[config.mk]
export PLATFORM = sky130hd
export DESIGN_NAME = conv_result_fifo
export DESIGN_NICKNAME = d
export VERILOG_FILES = /design/src/rtl/cfifo_pkg.sv /design/src/rtl/cfifo_pack.sv /design/src/rtl/cfifo_ring.sv /design/src/rtl/cfifo_csr.sv /design/src/rtl/conv_result_fifo.sv
export SDC_FILE = /design/constraint.sdc
export NUM_CORES = 1
export LEC_CHECK = 0
export ABC_AREA = 1
export CAP_MARGIN = 20
export CORE_ASPECT_RATIO = 0.9
export CORE_MARGIN = 10
export CORE_UTILIZATION = 58
export CTS_CLUSTER_SIZE = 16
export DETAILED_ROUTE_END_ITERATION = 8
export DONT_BUFFER_PORTS = 1
export GPL_ROUTABILITY_DRIVEN = 1
export PLACE_DENSITY_LB_ADDON = 0.2
export SYNTH_ARGS = -nofsm -noshare
export SYNTH_HDL_FRONTEND = slang
export SYNTH_SLANG_ARGS = --single-unit
[constraint.sdc]
create_clock -name clk -period 2.25 [get_ports clk]
set_input_delay 0.1125 -clock clk [delete_from_list [all_inputs] [get_ports clk]]
set_output_delay 0.1125 -clock clk [all_outputs]
set_load 0.03 [all_outputs]
[src/rtl/cfifo_pkg.sv]
package cfifo_pkg;
   // Bit positions inside the control and status word (software decodes these)
   localparam int unsigned B_STORE  = 0;
   localparam int unsigned B_NARROW = 1;
   localparam int unsigned B_TAG    = 2;
   localparam int unsigned B_REQEN  = 3;
   localparam int unsigned B_EMPTY  = 8;
   localparam int unsigned B_FULL   = 9;
   localparam int unsigned B_UNF    = 10;
   localparam int unsigned B_OVF    = 11;
   localparam int unsigned F_LVL_LO = 16;
   localparam int unsigned F_THR_LO = 24;
   localparam int unsigned FIELD_W  = 4;
   localparam int unsigned WORD_W   = 32;

   typedef struct packed {
      logic req_en;
      logic tag;
      logic narrow;
      logic store;
   } ctl_t;
endpackage

[src/rtl/cfifo_pack.sv]
module cfifo_pack #(
   parameter int unsigned SMP_W   = 12,
   parameter int unsigned ENTRY_W = 16,
   parameter int unsigned BYTE_W  = 8,
   parameter int unsigned ERR_POS = 15
) (
   input  logic [SMP_W-1:0]   smp,
   input  logic               err,
   input  logic               narrow,
   input  logic               tag,
   output logic [ENTRY_W-1:0] entry
);
   logic [ENTRY_W-1:0] wide_val;
   logic [ENTRY_W-1:0] narrow_val;

   if (ENTRY_W <= SMP_W) begin : g_chk_w
      $error("cfifo_pack: ENTRY_W must exceed SMP_W");
   end
   if (ERR_POS >= ENTRY_W || ERR_POS < SMP_W) begin : g_chk_e
      $error("cfifo_pack: ERR_POS must lie above the sample inside the entry");
   end

   assign wide_val = ENTRY_W'(smp);

   if (SMP_W > BYTE_W) begin : g_reduce
      // keep the most significant bits
      assign narrow_val = ENTRY_W'(smp[SMP_W-1 -: BYTE_W]);
   end else begin : g_pass
      assign narrow_val = ENTRY_W'(smp);
   end

   always_comb begin
      entry = narrow ? narrow_val : wide_val;
      if (tag) entry[ERR_POS] = err;
   end
endmodule

[src/rtl/cfifo_ring.sv]
module cfifo_ring #(
   parameter int unsigned DEPTH   = 4,
   parameter int unsigned ENTRY_W = 16,
   localparam int unsigned AW     = (DEPTH > 1) ? $clog2(DEPTH) : 1,
   localparam int unsigned LVL_W  = $clog2(DEPTH + 1)
) (
   input  logic               clk,
   input  logic               rst_n,
   input  logic               push,
   input  logic [ENTRY_W-1:0] wdata,
   input  logic               pop,
   output logic [ENTRY_W-1:0] rd_data,
   output logic [LVL_W-1:0]   level,
   output logic               empty,
   output logic               full,
   output logic               push_drop,
   output logic               pop_miss
);
   logic [ENTRY_W-1:0] mem [DEPTH];
   logic [AW-1:0]      head, tail;
   logic               push_ok, pop_ok;

   if (DEPTH < 2 || (DEPTH & (DEPTH - 1)) != 0) begin : g_chk_d
      $error("cfifo_ring: DEPTH must be a power of two, at least 2");
   end

   assign empty     = (level == '0);
   assign full      = (level == LVL_W'(DEPTH));
   assign pop_ok    = pop && !empty;
   // a pop in the same cycle frees the slot the push needs
   assign push_ok   = push && (!full || pop);
   assign push_drop = push && !push_ok;
   assign pop_miss  = pop && empty;

   for (genvar i = 0; i < DEPTH; i++) begin : g_slot
      always_ff @(posedge clk) begin
         if (!rst_n)                          mem[i] <= '0;
         else if (push_ok && tail == AW'(i))  mem[i] <= wdata;
      end
   end

   always_ff @(posedge clk) begin
      if (!rst_n) begin
         head    <= '0;
         tail    <= '0;
         level   <= '0;
         rd_data <= '0;
      end else begin
         if (push_ok) tail <= tail + 1'b1;
         if (pop_ok)  head <= head + 1'b1;
         if (pop)     rd_data <= pop_ok ? mem[head] : '0;
         case ({push_ok, pop_ok})
            2'b10:   level <= level + 1'b1;
            2'b01:   level <= level - 1'b1;
            default: level <= level;
         endcase
      end
   end

   AST_LEVEL_MAX: assert property (@(posedge clk) disable iff (!rst_n)
      level <= LVL_W'(DEPTH)) else $error("level beyond depth");
   AST_EMPTY_POP_ZERO: assert property (@(posedge clk) disable iff (!rst_n)
      pop && empty |=> rd_data == '0) else $error("empty pop data");
   AST_EMPTY_POP_LEVEL: assert property (@(posedge clk) disable iff (!rst_n)
      pop && empty && !push |=> empty) else $error("empty pop level");
   AST_FULL_DROP: assert property (@(posedge clk) disable iff (!rst_n)
      full && push && !pop |=> full) else $error("full push changed level");
   AST_BOTH_LEVEL: assert property (@(posedge clk) disable iff (!rst_n)
      push && pop && !empty && !full |=> $stable(level)) else $error("push+pop level");
endmodule

[src/rtl/cfifo_csr.sv]
module cfifo_csr
   import cfifo_pkg::*;
#(
   parameter int unsigned LVL_W = 3
) (
   input  logic              clk,
   input  logic              rst_n,
   input  logic              wr,
   input  logic [WORD_W-1:0] wdata,
   input  logic [LVL_W-1:0]  level,
   input  logic              empty,
   input  logic              full,
   input  logic              ovf_evt,
   input  logic              unf_evt,
   output ctl_t              ctl,
   output logic [WORD_W-1:0] rdata,
   output logic              irq,
   output logic              dma_req
);
   logic [FIELD_W-1:0] thresh;
   logic               ovf, unf;
   logic [FIELD_W-1:0] lvl_field;
   logic               unused_wbits;

   if (LVL_W > FIELD_W) begin : g_chk_l
      $error("cfifo_csr: level does not fit its field");
   end

   assign lvl_field    = FIELD_W'(level);
   assign unused_wbits = ^{wdata[WORD_W-1:F_THR_LO+FIELD_W], wdata[F_THR_LO-1:B_OVF+1],
                           wdata[B_UNF-1:B_REQEN+1]};

   always_ff @(posedge clk) begin
      if (!rst_n) begin
         ctl    <= '0;
         thresh <= '0;
         ovf    <= 1'b0;
         unf    <= 1'b0;
      end else begin
         if (wr) begin
            ctl    <= ctl_t'(wdata[B_REQEN:B_STORE]);
            thresh <= wdata[F_THR_LO +: FIELD_W];
         end
         // a new event wins over a clear in the same cycle
         if (ovf_evt)                 ovf <= 1'b1;
         else if (wr && wdata[B_OVF]) ovf <= 1'b0;
         if (unf_evt)                 unf <= 1'b1;
         else if (wr && wdata[B_UNF]) unf <= 1'b0;
      end
   end

   always_comb begin
      rdata                       = '0;
      rdata[B_REQEN:B_STORE]      = ctl;
      rdata[B_EMPTY]              = empty;
      rdata[B_FULL]               = full;
      rdata[B_UNF]                = unf;
      rdata[B_OVF]                = ovf;
      rdata[F_LVL_LO +: FIELD_W]  = lvl_field;
      rdata[F_THR_LO +: FIELD_W]  = thresh;
   end

   assign irq     = ({1'b0, lvl_field} >= {1'b0, thresh});
   assign dma_req = irq && ctl.req_en;

   AST_OVF_STICKY: assert property (@(posedge clk) disable iff (!rst_n)
      ovf && !(wr && wdata[B_OVF]) |=> ovf) else $error("overflow flag lost");
   AST_UNF_STICKY: assert property (@(posedge clk) disable iff (!rst_n)
      unf && !(wr && wdata[B_UNF]) |=> unf) else $error("underflow flag lost");
   AST_OVF_CLEAR: assert property (@(posedge clk) disable iff (!rst_n)
      wr && wdata[B_OVF] && !ovf_evt |=> !ovf) else $error("overflow clear");
   AST_REQ_GATED: assert property (@(posedge clk) disable iff (!rst_n)
      dma_req |-> ctl.req_en) else $error("request while gated");
endmodule

[src/rtl/conv_result_fifo.sv]
module conv_result_fifo
   import cfifo_pkg::*;
#(
   parameter int unsigned DEPTH   = 4,
   parameter int unsigned SMP_W   = 12,
   parameter int unsigned ENTRY_W = 16,
   parameter int unsigned BYTE_W  = 8,
   parameter int unsigned ERR_POS = 15,
   localparam int unsigned LVL_W  = $clog2(DEPTH + 1)
) (
   input  logic               clk,
   input  logic               rst_n,
   input  logic               smp_valid,
   input  logic [SMP_W-1:0]   smp_data,
   input  logic               smp_err,
   input  logic               reg_wr,
   input  logic [WORD_W-1:0]  reg_wdata,
   output logic [WORD_W-1:0]  reg_rdata,
   input  logic               pop,
   output logic [ENTRY_W-1:0] pop_data,
   output logic               dma_req,
   output logic               irq
);
   ctl_t               ctl;
   logic [ENTRY_W-1:0] entry;
   logic [LVL_W-1:0]   level;
   logic               empty, full, push_drop, pop_miss, push_req;

   assign push_req = smp_valid && ctl.store;

   cfifo_pack #(.SMP_W(SMP_W), .ENTRY_W(ENTRY_W), .BYTE_W(BYTE_W), .ERR_POS(ERR_POS)) u_pack (
      .smp(smp_data), .err(smp_err), .narrow(ctl.narrow), .tag(ctl.tag), .entry(entry));

   cfifo_ring #(.DEPTH(DEPTH), .ENTRY_W(ENTRY_W)) u_ring (
      .clk(clk), .rst_n(rst_n), .push(push_req), .wdata(entry), .pop(pop),
      .rd_data(pop_data), .level(level), .empty(empty), .full(full),
      .push_drop(push_drop), .pop_miss(pop_miss));

   cfifo_csr #(.LVL_W(LVL_W)) u_csr (
      .clk(clk), .rst_n(rst_n), .wr(reg_wr), .wdata(reg_wdata), .level(level),
      .empty(empty), .full(full), .ovf_evt(push_drop), .unf_evt(pop_miss),
      .ctl(ctl), .rdata(reg_rdata), .irq(irq), .dma_req(dma_req));

   AST_STORE_OFF: assert property (@(posedge clk) disable iff (!rst_n)
      smp_valid && !reg_rdata[B_STORE] && !pop |=> $stable(level)) else $error("stored while off");
endmodule

==> flow_metrics.py, run 1 <==
metrics = {
    "logic_synthesis": {
        "ys.flop_type": "edfxtp_1",
        "avgSynthCellArea_um2": 8.43,
        "ys_seq_area_share_pct": 52.4,
        "synth-seq-cells": 84,
        "syn_inst": 498,
        "synth_edf_count": 52,
        "synth_top_area_share_pct": 37.2,
        "yosysMostFrequentCell": "nand2_1",
        "synth_area_leader_cell": "edfxtp_1",
        "synthTopCellsByCount": "nand2_1 (123), inv_1 (74), nor2_1 (58), edfxtp_1 (52), nand3_1 (36)",
        "syn_area_um2": 4200,
        "async_flop_share_pct": 0,
        "ys_types": 27,
        "synthTopCellsByArea": "edfxtp_1 (37%), dfxtp_1 (15%), nand2_1 (11%), inv_1 (6.6%), buf_4 (5.2%)",
        "synth_warnings": 0,
    },
    "sta": {
        "rsz0062_at_grt": "no",
        "clock-skew-final_ns": 0.0151,
        "finalSetupViolations": 0,
        "min_period_over_period_pct": 90.2,
        "holdWs_ns": 0.0437,
        "hold_viol_final": 0,
        "worst_slew_pin_slew_ns": 0.736,
        "setup_tns_ns": 0,
        "clock.fmax_ghz": 0.493,
        "slew_viol_final": 0,
        "max_slew_margin_pct": 50.4,
        "fin_crit_ns": 2.03,
    },
    "global_route": {
        "grt_max_degree": 27,
        "grt_pass1_wl_mm": 14.2,
        "grt_pass1_vias": 2960,
        "grt_overflow": 0,
        "antenna_found_initial": 0,
        "grt.total_usage_pct": 16.4,
    },
    "cts": {
        "htree_levels": 3,
        "numCtsBuffers": 9,
        "cts_max_path_buffers": 2,
        "cts_num_sinks": 84,
        "worstSkewPairLatency_ns": 0.35,
        "clk_pin_slew_ns": 0.09,
        "cts_root_buffer": "clkbuf_8",
        "cts_tree": "yes",
        "cts_setup_buffers": 0,
    },
    "finish": {
        "insertedDiodeCount": 0,
        "multiInputGateArea_um2": 1430,
        "final_nets": 568,
        "drive_gt1_share_pct": 7.20,
        "syn_to_final_growth_pct": 6.64,
        "fill_cells": 599,
        "ff_latch_area_um2": 2200,
    },
    "floorplan": {
        "die_area_um2": 11000,
        "placementRows": 29,
        "io_pins": 100,
        "die_w_um": 110,
        "die_y_um": 101,
        "fp.coreArea_um2": 7040,
        "initial_utilization_pct": 59.7,
    },
    "pwr": {
        "power.density_nw_per_um2": 872,
        "leakage_nw": 2.00,
        "ir_drop_mv": 0.400,
    },
    "drt": {
        "drc": 0,
        "drt_iter0_markers": 199,
        "wl_per_cell_um": 14.2,
        "wl_mm": 8.65,
        "drtAntennaViolNets": 0,
        "post_drt_via_cell_ratio": 5.01,
        "drt_pass1_iterations": 6,
        "num_vias": 3040,
    },
    "placed_design": {
        "dp.final_hpwl_mm": 6.20,
        "port-buffer-count": 0,
        "gp_congestion": 0.769,
    },
    "worst_setup_path": {
        "worstSetupEndpointType": "output port",
        "cp_max_fo": 2,
        "cp.required_ns": 2.14,
        "arrival_ns": 1.92,
        "cp-start-kind": "register",
        "setup.worst_path.class": "reg2out",
    },
    "job": {
        "drv_cap": 0,
    },
    "status": {
        "status": "completed",
    },
    "hold_path": {
        "worstHoldPathType": "in2reg",
    },
}
==> repair_timing <==
action / in CTS / in global routing
hold endpoints to repair: 15 / 0
hold buffers: 17 / 0
resized for setup: 0 / 0
==> worst paths after layout <==
kind	startpoint	endpoint	slack, ns	depth (start not counted)
hold reg to reg	u_ring.tail[0]	u_ring.tail[0]	0.51	2
setup reg to reg	u_ring.level[2]	u_ring.level[2]	0.28	11
hold / removal	pop	u_ring.rd_data[1]	0.04	3
setup / recovery	u_csr.thresh[1]	dma_req	0.22	8
==> cell type report <==
type	count	share of cell area [%]
clock buffer	12	3.49
clock inverter	4	0.503
inverter	79	6.68
multi-input combinational	307	31.9
sequential	84	49.2
tap	93	2.60
timing repair buffer	28	5.64
==> critical path: stages, from the launching register on <==
cell and delay [ns]:
dfxtp_1 0.52, inv_1 0.11, ha_1 0.31, inv_1 0.04
o21bai_1 0.11, nand3_1 0.08, nand3_1 0.11, nand2_1 0.06
inv_1 0.22
==> per-stage QoR <==
stage                     util (%)  power (W)  cells  cell area [µm²]  setup slack, ns
after CTS                     63.6    0.00393    607             4480            0.184
after detailed placement      58.7    0.00291    574             4130            0.286
after floorplan                  -    0.00275    517             4270            0.168
final                         63.6    0.00391    607             4480            0.221
after global placement        58.7    0.00288    574             4130            0.344
after global routing          63.6    0.00413    607             4480           0.0694
==> logic make-up (layout without fill, tap and decap cells) <==
group                    after synthesis  in the layout  share of synthesized area, %
XOR/XNOR                               1              1                         0.209
AND/OR/NAND/NOR                      229            229                          23.4
adder cells (fa/ha/maj)                9              9                          2.86
other                                  1             20                        0.0893
flip-flops                            84             84                          52.4
buffers and inverters                126            123                          15.2
AO/OA/AOI/OAI                         48             48                          5.78
==> power breakdown <==
group,internal [W],switching [W]
sequential,0.00175,0.000153
combinational,0.000298,0.000709
clock,0.000467,0.000527
==> layout by cell type, fill, tap and decap left out <==
cell / Yosys / routed
ha_1: 8 / 8
inv_4: 1 / 3
o21ai_1: 1 / 1
o21bai_1: 1 / 1
clkbuf_1: 4 / 2
clkinv_2: 0 / 2
nand3_2: 1 / 1
clkbuf_8: 0 / 9
inv_2: 2 / 2
nand4_4: 3 / 3
conb_1: 1 / 20
xor2_1: 1 / 1
nor3_1: 1 / 1
nand2_1: 123 / 123
fa_1: 1 / 1
edfxtp_1: 52 / 52
nor2_2: 3 / 3
nand2_2: 2 / 2
buf_4: 29 / 11
a21oi_1: 27 / 27
nand3_1: 36 / 36
o21ai_0: 19 / 19
dfxtp_1: 32 / 32
clkinv_1: 2 / 2
inv_1: 74 / 74
nand4_1: 2 / 2
nor2_1: 58 / 58
dlygate4sd3_1: 0 / 17
clkbuf_16: 0 / 1
==> state kept, by name, summed over array words and instances, names as in the netlist, named ones only <==
signal	count
u_ring.level	3
u_csr.thresh	4
u_ring.head	2
u_csr.unf	1
u_ring.mem	52
u_csr.ctl	4
u_ring.rd_data	13
u_ring.tail	2
u_csr.ovf	1
==> layer usage <==
metal | part of all wire (%) | GRT usage (%)
met4 | 1.2 | 6.20
met2 | 42 | 23.2
met1 | 45 | 22.3
met3 | 12 | 5.88
met5 | 0 | 0
Note: power is estimated with default switching activity, not from simulation.
==> run 2: changes to the inputs <==
- RECOVER_POWER: not set -> 100
==> run 2 against run 1 <==
Compared with the run above: total power is 0.72% lower; sequential power barely moved; maximum frequency is 1.4% lower; routed wire length hardly changed; setup slack got worse by 0.029 ns; sequential cell count stayed put.
==> flow_metrics.py, run 2 (same netlist as run 1, synthesis figures left out) <==
metrics = {
    "status": {
        "status": "completed",
    },
    "placed_design": {
        "port-buffer-count": 0,
        "placed_cells": 574,
        "gp_congestion": 0.769,
        "place_ws_ns": 0.286,
        "dp.final_hpwl_mm": 6.20,
    },
    "sta": {
        "finalSetupViolations": 0,
        "rsz0062_at_grt": "no",
        "worst_slew_pin_slew_ns": 0.784,
        "timing.final.ws_setup_ns": 0.192,
        "max_slew_margin_pct": 47.2,
        "holdWs_ns": 0.0422,
        "setup_tns_ns": 0,
        "fin_crit_ns": 2.06,
        "min_period_over_period_pct": 91.5,
        "clock.fmax_ghz": 0.486,
        "hold_viol_final": 0,
        "slew_viol_final": 0,
        "clock-skew-final_ns": 0.0148,
    },
    "floorplan": {
        "initial_utilization_pct": 59.7,
        "die_w_um": 110,
        "die_y_um": 101,
        "fp.coreArea_um2": 7040,
        "io_pins": 100,
        "placementRows": 29,
        "die_area_um2": 11000,
    },
    "drt": {
        "drt_iter0_markers": 204,
        "num_vias": 3060,
        "wl_per_cell_um": 14.2,
        "wl_mm": 8.64,
        "drc": 0,
        "drt_pass1_iterations": 5,
        "post_drt_via_cell_ratio": 5.04,
        "drtAntennaViolNets": 0,
    },
    "worst_setup_path": {
        "crit_path_start": "u_ring.level[2]",
        "setup.worst_path.class": "reg2reg",
        "r2r_start": "u_ring.level[2]",
        "arrival_ns": 2.30,
        "cp-start-kind": "register",
        "cp_max_fo": 15,
        "cp.required_ns": 2.49,
        "worstSetupEndpointType": "register",
    },
    "cts": {
        "worstSkewPairLatency_ns": 0.36,
        "htree_levels": 3,
        "numCtsBuffers": 9,
        "cts_tree": "yes",
        "cts_resized": 0,
        "cts_num_sinks": 84,
        "cts_max_path_buffers": 2,
        "cts_root_buffer": "clkbuf_8",
        "clk_pin_slew_ns": 0.08,
    },
    "global_route": {
        "antenna_found_initial": 0,
        "grt_pass1_wl_mm": 14.2,
        "grt_max_degree": 27,
        "grt.total_usage_pct": 16.4,
        "grt_overflow": 0,
        "grt_pass1_vias": 2960,
    },
    "finish": {
        "layout_common_cells": "nand2_1 (125), inv_1 (74), nor2_1 (59)",
        "final_common_cell": "nand2_1",
        "reg_top3": "u_ring.mem: 52 flops, u_ring.rd_data: 13 flops",
        "largest_reg_flops": 52,
        "top_register": "u_ring.mem",
        "drive_gt1_share_pct": 5.06,
        "insertedDiodeCount": 0,
        "syn_to_final_growth_pct": 4.89,
        "fin_cells": 607,
        "final_nets": 568,
    },
    "pwr": {
        "ir_drop_mv": 0.401,
        "leakage_nw": 1.98,
        "power.density_nw_per_um2": 880,
    },
    "hold_path": {
        "min-delay-start": "pop",
        "worstHoldPathType": "in2reg",
    },
    "job": {
        "drv_cap": 0,
    },
}
-- run 2: path summary, 6_finish.rpt --
check,end,slack [ns],cells past startpoint
max,u_ring.level[2],0.19,11
min,u_ring.rd_data[1],0.04,3
max reg2reg,u_ring.level[2],0.19,11
min reg2reg,u_ring.tail[0],0.52,2
-- run 2: timing repair --
| action | 4_1_cts | 5_1_grt |
|---|---|---|
| hold buffers | 17 | 0 |
| hold endpoints to repair | 15 | 0 |
| setup buffers | 0 | 0 |
-- run 2: critical path, stage by stage, from the launching register on --
cell     delay [ns]
dfxtp_1        0.41
inv_1          0.10
nand2_1        0.11
nand2_1        0.15
inv_4          0.18
ha_1           0.19
inv_1          0.06
fa_1           0.38
nand2_1        0.08
nand3_1        0.08
o21ai_0        0.14
a21oi_1        0.05
-- run 2: area by class of cell --
class / instances / area, µm²
timing repair buffer: 28 / 231
clock inverter: 4 / 22.5
sequential: 84 / 2200
clock buffer: 12 / 156
fill: 614 / 2640
tap: 93 / 116
multi-input combinational: 307 / 1380
inverter: 79 / 299
-- run 2: per-layer routing --
layer | global-route usage (%) | share of wire [%] | vias to the layer above
met5 | 0 | 0 | -
met4 | 6.20 | 1.2 | 0
met3 | 5.88 | 12 | 10
met2 | 23.2 | 42 | 134
met1 | 22.3 | 45 | 1383
li1 | - | - | 1533
-- run 2: where the power goes --
part	total (W)	switching [W]	leakage (nW)	internal (W)
clock	0.000999	0.000532	0.0961	0.000467
sequential	0.00190	0.000151	0.800	0.00175
combinational	0.000977	0.000701	1.08	0.000276
-- run 2: through the flow --
| step | util, % | area, µm² | total power (W) |
|---|---|---|---|
| 6_report | 62.6 | 4400 | 0.00388 |
| 5_1_grt | 62.6 | 4400 | 0.00409 |
| 4_1_cts | 63.6 | 4480 | 0.00393 |
| 3_5_place_dp | 58.7 | 4130 | 0.00291 |
| 3_3_place_gp | 58.7 | 4130 | 0.00288 |
| 2_1_floorplan | - | 4270 | 0.00275 |
